File: src/rtl/tape_mod_pkg.sv
package tape_mod_pkg;

    // Half-cycle durations in microseconds
    localparam int unsigned LEADER_HALF_US = 650;
    localparam int unsigned SYNC_A_US      = 200;
    localparam int unsigned SYNC_B_US      = 250;
    localparam int unsigned ZERO_HALF_US   = 250;
    localparam int unsigned ONE_HALF_US    = 500;

    typedef enum logic [2:0] {
        PH_IDLE,
        PH_LEADER,
        PH_SYNC_A,
        PH_SYNC_B,
        PH_WAIT,
        PH_DATA,
        PH_CHECK
    } tape_phase_e;

    // Commands from the frame controller to the byte serializer
    typedef struct packed {
        logic clear;
        logic take_data;
        logic take_sum;
        logic advance;
    } ser_cmd_t;

    function automatic int unsigned us_to_ticks(input int unsigned us, input int unsigned tpu);
        return us * tpu;
    endfunction

endpackage

File: src/rtl/tape_half_timer.sv
module tape_half_timer #(
    parameter int CNT_W = 10
) (
    input  logic             clk,
    input  logic             rst,
    input  logic             load,
    input  logic [CNT_W-1:0] len,
    output logic             expire
);

    logic [CNT_W-1:0] cnt_q;
    logic             active_q;

    assign expire = active_q && (cnt_q == '0);

    always_ff @(posedge clk) begin
        if (rst) begin
            cnt_q    <= '0;
            active_q <= 1'b0;
        end else if (load) begin
            cnt_q    <= len - CNT_W'(1);
            active_q <= 1'b1;
        end else if (expire) begin
            active_q <= 1'b0;
        end else if (active_q) begin
            cnt_q <= cnt_q - CNT_W'(1);
        end
    end

endmodule

File: src/rtl/tape_byte_serializer.sv
module tape_byte_serializer
    import tape_mod_pkg::*;
#(
    parameter int DATA_W = 8
) (
    input  logic              clk,
    input  logic              rst,
    input  ser_cmd_t          cmd,
    input  logic [DATA_W-1:0] data_in,
    output logic              cur_bit,
    output logic              next_bit,
    output logic              bit_last,
    output logic [DATA_W-1:0] sum
);

    localparam int IDX_W = $clog2(DATA_W);

    logic [DATA_W-1:0] shift_q;
    logic [DATA_W-1:0] sum_q;
    logic [IDX_W-1:0]  idx_q;

    assign cur_bit  = shift_q[DATA_W-1];
    assign next_bit = shift_q[DATA_W-2];
    assign bit_last = (idx_q == IDX_W'(DATA_W - 1));
    assign sum      = sum_q;

    always_ff @(posedge clk) begin
        if (rst) begin
            shift_q <= '0;
            sum_q   <= '1;
            idx_q   <= '0;
        end else begin
            if (cmd.clear) begin
                sum_q <= '1;
            end
            if (cmd.take_data) begin
                shift_q <= data_in;
                sum_q   <= sum_q ^ data_in;
                idx_q   <= '0;
            end else if (cmd.take_sum) begin
                shift_q <= sum_q;
                idx_q   <= '0;
            end else if (cmd.advance) begin
                shift_q <= {shift_q[DATA_W-2:0], 1'b0};
                idx_q   <= idx_q + IDX_W'(1);
            end
        end
    end

endmodule

File: src/rtl/tape_frame_fsm.sv
module tape_frame_fsm
    import tape_mod_pkg::*;
#(
    parameter int TICKS_PER_US = 1,
    parameter int CNT_W        = 10,
    parameter int HDR_W        = 16
) (
    input  logic             clk,
    input  logic             rst,
    input  logic             start,
    input  logic [HDR_W-1:0] hdr_cycles,
    input  logic             in_valid,
    input  logic             in_last,
    input  logic             in_msb,
    output logic             in_ready,
    input  logic             expire,
    input  logic             cur_bit,
    input  logic             next_bit,
    input  logic             bit_last,
    input  logic             sum_msb,
    output logic             tm_load,
    output logic [CNT_W-1:0] tm_len,
    output ser_cmd_t         cmd,
    output logic             tape_out,
    output logic             busy,
    output logic             done
);

    localparam int HL_W = HDR_W + 1;
    localparam logic [CNT_W-1:0] LEN_LEADER = CNT_W'(us_to_ticks(LEADER_HALF_US, TICKS_PER_US));
    localparam logic [CNT_W-1:0] LEN_SYNC_A = CNT_W'(us_to_ticks(SYNC_A_US, TICKS_PER_US));
    localparam logic [CNT_W-1:0] LEN_SYNC_B = CNT_W'(us_to_ticks(SYNC_B_US, TICKS_PER_US));
    localparam logic [CNT_W-1:0] LEN_ZERO   = CNT_W'(us_to_ticks(ZERO_HALF_US, TICKS_PER_US));
    localparam logic [CNT_W-1:0] LEN_ONE    = CNT_W'(us_to_ticks(ONE_HALF_US, TICKS_PER_US));

    function automatic logic [CNT_W-1:0] bit_len(input logic b);
        return b ? LEN_ONE : LEN_ZERO;
    endfunction

    tape_phase_e     phase_q, phase_d;
    logic            second_q, second_d;
    logic [HL_W-1:0] left_q, left_d;
    logic            last_q, last_d;
    logic            done_q, done_d;
    logic            level_q;
    logic            need_byte;
    logic [HDR_W-1:0] hdr_eff;

    assign hdr_eff   = (hdr_cycles == '0) ? HDR_W'(1) : hdr_cycles;
    assign need_byte = expire && ((phase_q == PH_SYNC_B) ||
                       (phase_q == PH_DATA && second_q && bit_last && !last_q));
    assign in_ready  = need_byte || (phase_q == PH_WAIT);
    assign busy      = (phase_q != PH_IDLE);
    assign done      = done_q;
    assign tape_out  = level_q;

    always_comb begin
        phase_d  = phase_q;
        second_d = second_q;
        left_d   = left_q;
        last_d   = last_q;
        done_d   = 1'b0;
        tm_load  = 1'b0;
        tm_len   = '0;
        cmd      = '0;
        unique case (phase_q)
            PH_IDLE: begin
                if (start) begin
                    cmd.clear = 1'b1;
                    left_d    = {hdr_eff, 1'b0};
                    phase_d   = PH_LEADER;
                    tm_load   = 1'b1;
                    tm_len    = LEN_LEADER;
                end
            end
            PH_LEADER: begin
                if (expire) begin
                    tm_load = 1'b1;
                    if (left_q == HL_W'(1)) begin
                        phase_d = PH_SYNC_A;
                        tm_len  = LEN_SYNC_A;
                    end else begin
                        left_d = left_q - HL_W'(1);
                        tm_len = LEN_LEADER;
                    end
                end
            end
            PH_SYNC_A: begin
                if (expire) begin
                    phase_d = PH_SYNC_B;
                    tm_load = 1'b1;
                    tm_len  = LEN_SYNC_B;
                end
            end
            PH_DATA, PH_CHECK: begin
                if (expire) begin
                    if (!second_q) begin
                        second_d = 1'b1;
                        tm_load  = 1'b1;
                        tm_len   = bit_len(cur_bit);
                    end else begin
                        second_d = 1'b0;
                        if (!bit_last) begin
                            cmd.advance = 1'b1;
                            tm_load     = 1'b1;
                            tm_len      = bit_len(next_bit);
                        end else if (phase_q == PH_CHECK) begin
                            phase_d = PH_IDLE;
                            done_d  = 1'b1;
                        end else if (last_q) begin
                            cmd.take_sum = 1'b1;
                            phase_d      = PH_CHECK;
                            tm_load      = 1'b1;
                            tm_len       = bit_len(sum_msb);
                        end
                    end
                end
            end
            default: ;
        endcase
        if (in_ready) begin
            if (in_valid) begin
                cmd.take_data = 1'b1;
                last_d        = in_last;
                second_d      = 1'b0;
                phase_d       = PH_DATA;
                tm_load       = 1'b1;
                tm_len        = bit_len(in_msb);
            end else begin
                phase_d = PH_WAIT;
            end
        end
    end

    always_ff @(posedge clk) begin
        if (rst) begin
            phase_q  <= PH_IDLE;
            second_q <= 1'b0;
            left_q   <= '0;
            last_q   <= 1'b0;
            done_q   <= 1'b0;
            level_q  <= 1'b0;
        end else begin
            phase_q  <= phase_d;
            second_q <= second_d;
            left_q   <= left_d;
            last_q   <= last_d;
            done_q   <= done_d;
            if (expire) begin
                level_q <= ~level_q;
            end
        end
    end

endmodule

File: src/rtl/tape_record_modulator.sv
module tape_record_modulator
    import tape_mod_pkg::*;
#(
    parameter int TICKS_PER_US = 50,
    parameter int DATA_W       = 8,
    parameter int HDR_W        = 16
) (
    input  logic              clk,
    input  logic              rst,
    input  logic              start,
    input  logic [HDR_W-1:0]  hdr_cycles,
    input  logic [DATA_W-1:0] in_data,
    input  logic              in_valid,
    input  logic              in_last,
    output logic              in_ready,
    output logic              tape_out,
    output logic              busy,
    output logic              done
);

    localparam int CNT_W = $clog2(LEADER_HALF_US * TICKS_PER_US + 1);

    logic              expire;
    logic              tm_load;
    logic [CNT_W-1:0]  tm_len;
    ser_cmd_t          cmd;
    logic              cur_bit;
    logic              next_bit;
    logic              bit_last;
    logic [DATA_W-1:0] sum;

    tape_half_timer #(.CNT_W(CNT_W)) u_timer (
        .clk    (clk),
        .rst    (rst),
        .load   (tm_load),
        .len    (tm_len),
        .expire (expire)
    );

    tape_byte_serializer #(.DATA_W(DATA_W)) u_ser (
        .clk      (clk),
        .rst      (rst),
        .cmd      (cmd),
        .data_in  (in_data),
        .cur_bit  (cur_bit),
        .next_bit (next_bit),
        .bit_last (bit_last),
        .sum      (sum)
    );

    tape_frame_fsm #(
        .TICKS_PER_US (TICKS_PER_US),
        .CNT_W        (CNT_W),
        .HDR_W        (HDR_W)
    ) u_fsm (
        .clk        (clk),
        .rst        (rst),
        .start      (start),
        .hdr_cycles (hdr_cycles),
        .in_valid   (in_valid),
        .in_last    (in_last),
        .in_msb     (in_data[DATA_W-1]),
        .in_ready   (in_ready),
        .expire     (expire),
        .cur_bit    (cur_bit),
        .next_bit   (next_bit),
        .bit_last   (bit_last),
        .sum_msb    (sum[DATA_W-1]),
        .tm_load    (tm_load),
        .tm_len     (tm_len),
        .cmd        (cmd),
        .tape_out   (tape_out),
        .busy       (busy),
        .done       (done)
    );

endmodule

File: config.mk
export PLATFORM = sky130hd
export DESIGN_NAME = tape_record_modulator
export DESIGN_NICKNAME = d
export VERILOG_FILES = /design/src/rtl/tape_mod_pkg.sv /design/src/rtl/tape_half_timer.sv /design/src/rtl/tape_byte_serializer.sv /design/src/rtl/tape_frame_fsm.sv /design/src/rtl/tape_record_modulator.sv
export SDC_FILE = /design/constraint.sdc
export NUM_CORES = 1
export LEC_CHECK = 0
export BUFFER_PORTS_ARGS = -buffer_cell sky130_fd_sc_hd__buf_4
export CAP_MARGIN = 20
export CORE_MARGIN = 3
export CORE_UTILIZATION = 51
export DETAILED_ROUTE_END_ITERATION = 16
export PLACE_DENSITY_LB_ADDON = 0.15
export SLEW_MARGIN = 5
export SYNTH_ARGS = -nofsm -noshare
export SYNTH_HDL_FRONTEND = slang
export SYNTH_SLANG_ARGS = --single-unit
File: constraint.sdc
create_clock -name clk -period 4.2 [get_ports clk]
set_input_delay 1.26 -clock clk [delete_from_list [all_inputs] [get_ports clk]]
set_output_delay 1.26 -clock clk [all_outputs]
set_load 0.03 [all_outputs]
==> metrics.txt, run 1 <==
Final Non-Filler Cells roughly 560; syn nets about 490; multi-input combinational cell area between 0.002 and 0.0025 mm^2; Num CTS Buffers 9; DRT iter0 DRCs 261; commonest non-fill, non-tap cell in the layout nand2_1; clock transition at the registers of the reported paths about 0.070 ns; Max Buffers Root-to-Sink 2; Slew @ Worst Pin about 0.83 ns; CTS Sinks 59; Async SR Flop Fraction 0%; CTS Root Cell clkbuf_8; Die H slightly below 90 um; aggregate routed wire length ~9 mm; dpl hpwl roughly 6.3 mm; die width around 90 um; Netlist Area Pre-Place 0.00351 mm^2; Max Freq between 200 and 300 MHz; status completed; Pwr Density roughly 370 mW/mm^2; post-CTS resize count 0; Final Cycle Share 88.6%; H-tree level count 3; vias per cell approximately 6.3; CP dominant cell by count or3_1; via count ~3,600; unrepaired setup endpoints after global routing false; Initial Utilization 54.1%; register area share after synthesis 33.6%; top_reg_cell synth dfxtp_1; # setup viols final 0; CP Cell Sequence buf_4, or2_1, a221oi_1, nor4_1, nor3_1, nand2_1, ha_1, and4b_1, o211ai_1, or3_1, or3_1, a31oi_1; slowest stage delay, CP 0.68 ns; CTS tree yes; Max-Cap Viols 0; Cells after Synth 459; setup_tns 0 ns; ANT cells 0; Post-CTS Hold Buffers 0; number of flops mapped to enable cells by yosys 0; largest net degree at the start of global routing between 50 and 60; final worst setup slack 0.478 ns; Worst Path Required 4.47 ns; initial antenna violation count 0; vias in the first global route 3,196; Total GRT Usage a little under a quarter; Crit Path Class input pin to flop; P&R area growth vs syn 13.6%; fill count just under 600; row count 29; GP Congestion between 0.8 and 0.9; normalized max-slew margin between 40 and 50%; Register Area 0.00118 mm^2; yosys warns 0; FF+latch count, synth slightly below 60; PortBufs 32; Hold/Removal Path Class flop to flop; Die ar. ~0.0079 mm^2; ANT nets after route 0; Data arrival, critical path between 3 and 4 ns; Final Slew Violations 0; Worst setup EP type flop; first-pass GRT wire length 15.0 mm; Post-CTS Setup Bufs 0; DP Worst Slack 0.164 ns; total core area roughly 0.0065 mm^2; Residual DRC 0; worst skew pair latency between 0.3 and 0.4 ns; layout cell share with drive strength beyond 1 a little over an eighth; drt pass-1 iters 5; Final Hold Vio Count 0; GRT overflow 0; Worst Clk Skew between 0.01 and 0.015 ns; Critical-path top delay cell nor4_1; clock period minus worst slack roughly 3.7 ns; post-synth cell types 63; Post-layout nets a little over 500; maximum VDD drop approximately 0.0003 V; P_leak 1.47 nW; Avg Cell Area, Syn 7.65 um^2; leading cell types in the layout, fill and taps excluded nand2_1, dfxtp_1, nor2_1, buf_4, a21oi_1; wire per inst approximately 16 um; num ports 33; final hold slack 0.487 ns; placed cell count between 500 and 600; crit-path max FO 5; Util after Layout 61.4%; crit start category input pin
cell type report:
cell class,count,share of cell area [%]
multi-input cells,363,54.8
repair buffers,37,6.96
clock inverters,4,1.25
well taps,77,2.42
inverters,12,1.13
flip-flops and latches,59,29.6
clock buffers,11,3.80
critical path: cells and delay by family:
kind | cells | cell delay [ns]
AO/OA/AOI/OAI | 3 | 0.41
adder cells (fa/ha/maj) | 1 | 0.22
buffers and inverters | 1 | 0.09
AND/OR/NAND/NOR | 7 | 2.01
per-stage QoR:
stage	total power, mW	area [um^2]
after global placement	0.933	3790
after detailed placement	0.939	3790
after global routing	1.54	3990
after floorplan	0.853	3510
final	1.47	3990
after CTS	1.47	3990
report_power, final:
group	switching (mW)	internal [mW]	leakage [nW]
clock network	0.230	0.302	0.0974
registers	0.0456	0.594	0.482
logic	0.173	0.121	0.889
synthesized netlist by cell type (all sizes together) (4+ instances only):
master  count  area, um^2
nor2       43         161
inv        12        45.0
a311oi      7        61.3
a22oi       5        37.5
o31ai       6        45.0
nand4       7        43.8
o21ai      27         150
a31oi       9        56.3
a21oi      30         158
ha          5        62.6
nand4b      4        35.0
nor3       23         125
and4        4        35.0
dfxtp      59        1180
xnor2       6        52.6
a221oi      4        35.0
a211oi      9        67.6
or4        11        90.1
xor2       12         105
nand2      62         233
nor4       14        87.6
nand3      13        65.1
nand2b      8        50.1
and2        4        25.0
clkbuf     22        82.6
flip-flops by register name, summed over array words and instances, names as in the netlist:
register / count
u_timer.cnt_q: 15
u_ser.shift_q: 8
u_fsm.left_q: 17
u_timer.active_q: 1
u_fsm.last_q: 1
u_fsm.done: 1
u_fsm.tape_out: 1
u_fsm.phase_q: 3
u_fsm.second_q: 1
u_ser.sum: 8
u_ser.idx_q: 3
per-layer routing:
| metal | wire length [um] | share of wire (%) | track usage (%) |
|---|---|---|---|
| met5 | 0 | 0 | 0 |
| met4 | 109 | 1.2 | 6.09 |
| met3 | 480 | 5.3 | 6.36 |
| met2 | 4210 | 47 | 38.8 |
| met1 | 4240 | 47 | 31.6 |
kinds of logic (layout without fill, tap and decap cells):
group	after synthesis	count (layout)	synth area share, %
adder cells (fa/ha/maj)	5	5	1.78
AO/OA/AOI/OAI	126	126	24.3
AND/OR/NAND/NOR	211	211	30.8
buffers and inverters	37	64	4.06
flip-flops	59	59	33.6
multiplexers	3	3	0.855
XOR/XNOR	18	18	4.49
final timing paths:
| check | startpoint | end | slack [ns] | cells past startpoint |
|---|---|---|---|---|
| setup / recovery | start | u_timer.cnt_q[12] | 0.48 | 12 |
| hold / removal | u_ser.shift_q[0] | u_ser.shift_q[0] | 0.49 | 2 |
| setup reg to reg | u_ser.idx_q[0] | u_timer.cnt_q[12] | 0.62 | 13 |
| hold reg to reg | u_ser.shift_q[0] | u_ser.shift_q[0] | 0.49 | 2 |
(Power assumes the default switching activity.)
==> run 2, diff against run 1 <==
Settings changed: CORE_MARGIN 3 to 4.
==> metrics.txt, run 2 (synthesized netlist as in run 1, its figures left out) <==
vias per cell approximately 6.2; Reg2Reg Launch Point u_ser.idx_q[0]; aggregate routed wire length 9.07 mm; Worst Path Required 4.46 ns; status completed; top flop regs u_fsm.left_q (17), u_timer.cnt_q (15); P_leak approximately 1.5 nW; clock period minus worst slack roughly 3.6 ns; clock transition at the registers of the reported paths around 0.06 ns; Finished Cell Area about 0.0040 mm^2; hold path startpoint u_ser.sum[5]; Design Power roughly 1.5 mW; sequential share of power a little over two fifths; Data arrival, critical path 3.87 ns; GR Util met3 roughly 5.0%; PortBufs 32; Max Freq roughly 280 MHz; largest net degree at the start of global routing 59; Post-CTS Hold Buffers 0; first-pass GRT wire length approximately 16 mm; Max Buffers Root-to-Sink 2; final hold slack 0.487 ns; Crit Path Class input pin to flop; GR Util met2 34.2%; Hold/Removal Path Class flop to flop; placement-stage cell area between 0.003 and 0.004 mm^2; DRT iter0 DRCs 228; ANT cells 0; crit path launch start; Top Usage Layer GRT met2; setup_tns 0 ns; CP Cell Sequence buf_4, or2_1, a221oi_1, nor4_1, nor3_1, nand2_1, ha_1, and4b_1, o211ai_1, nor2_1, a21boi_0, o21ai_0, a41oi_1; ANT nets after route 0; Worst setup EP type flop; CTS Sinks between 50 and 60; wire per inst 16.2 um; normalized max-slew margin between 40% and 50%; GP Congestion approximately 0.90; flip-flop count of the largest register after layout 17; post-CTS resize count 0; Post-layout nets just over 500; initial antenna violation count 0; drt pass-1 iters 5; via count between 3,000 and 4,000; Slew @ Worst Pin 0.890 ns; Num CTS Buffers 9; CTS tree yes; routing usage on met1 32.0%; Pwr Density between 300 and 400 mW/mm^2; vias in the first global route 3,239; maximum VDD drop 0.000219 V; multi-input combinational cell area between 0.002 and 0.0025 mm^2; leading cell types in the layout, fill and taps excluded nand2_1, dfxtp_1, nor2_1, buf_4, a21oi_1; Final Slew Violations 0; Logic pwr share ~20%; Die ar. 0.00828 mm^2; GRT overflow 0; Internal Pwr Total approximately 1.0 mW; Initial Utilization 53.8%; Final Hold Vio Count 0; worst skew pair latency roughly 0.34 ns; H-tree level count 3; Residual DRC 0; Die H 91.0 um; Post-CTS Setup Bufs 0; Top reg by flops u_fsm.left_q; CTS Root Cell clkbuf_8; P&R area growth vs syn 13.4%; Worst Clk Skew about 0.0074 ns; crit-path max FO 5; Util after Layout 60.9%; unrepaired setup endpoints after global routing false; Switching Fraction 29.5%; crit start category input pin; layout cell share with drive strength beyond 1 between 10% and 20%; # setup viols final 0; total core area 0.00653 mm^2; slowest stage delay, CP roughly 0.44 ns; num ports 33; fill count between 600 and 700; row count 29; clock network power share a little over a third; Total GRT Usage ~23%; commonest non-fill, non-tap cell in the layout nand2_1; Max-Cap Viols 0; Register Area 0.00118 mm^2; Critical-path top delay cell nor3_1; Final Cycle Share 86.0%; switching power 431 uW; dpl hpwl 6.39 mm; die width between 90 and 100 um
run 2: cell types whose count changed in the layout (fill, tap and decap cells not counted):
cell / delta
buf_4: -1
clkbuf_8: +1
clkinvlp_4: -2
run 2: final timing paths:
check	end	slack (ns)	depth (start not counted)
setup reg to reg	u_timer.cnt_q[14]	0.65	15
hold reg to reg	u_ser.shift_q[5]	0.49	2
hold / removal	u_ser.shift_q[5]	0.49	2
setup / recovery	u_timer.cnt_q[14]	0.59	13
run 2: routing by layer:
metal	share of wire, %	wire, um	vias to the layer above
li1	-	-	1761
met1	49	4420	1637
met2	46	4150	90
met3	4.1	372	15
met4	1.5	132	0
met5	0	0	-
run 2: layout make-up:
class / count / share of cell area [%]
repair buffers: 36 / 6.79
well taps: 77 / 2.42
multi-input cells: 363 / 55.0
inverters: 12 / 1.13
clock buffers: 12 / 4.15
flip-flops and latches: 59 / 29.7
clock inverters: 2 / 0.880
run 2: worst max-delay path, delay by kind of cell:
family | cells | cell delay (ns)
AO/OA/AOI/OAI | 5 | 1.02
buffers and inverters | 1 | 0.12
AND/OR/NAND/NOR | 6 | 1.19
adder cells (fa/ha/maj) | 1 | 0.27
run 2: through the flow:
stage          cells  worst slack [ns]
6_report         561             0.589
5_1_grt          561             0.214
4_1_cts          561             0.654
3_5_place_dp     547             0.292
3_3_place_gp     547             0.397
2_1_floorplan    459             0.476
run 2: power by group through the flow:
stage	Sequential (mW)	Clock (mW)	Combinational, mW
global route	0.642	0.570	0.331
CTS	0.636	0.537	0.292
finish	0.638	0.527	0.296
floorplan	0.635	0	0.218
detailed placement	0.647	0	0.291
global placement	0.648	0	0.285
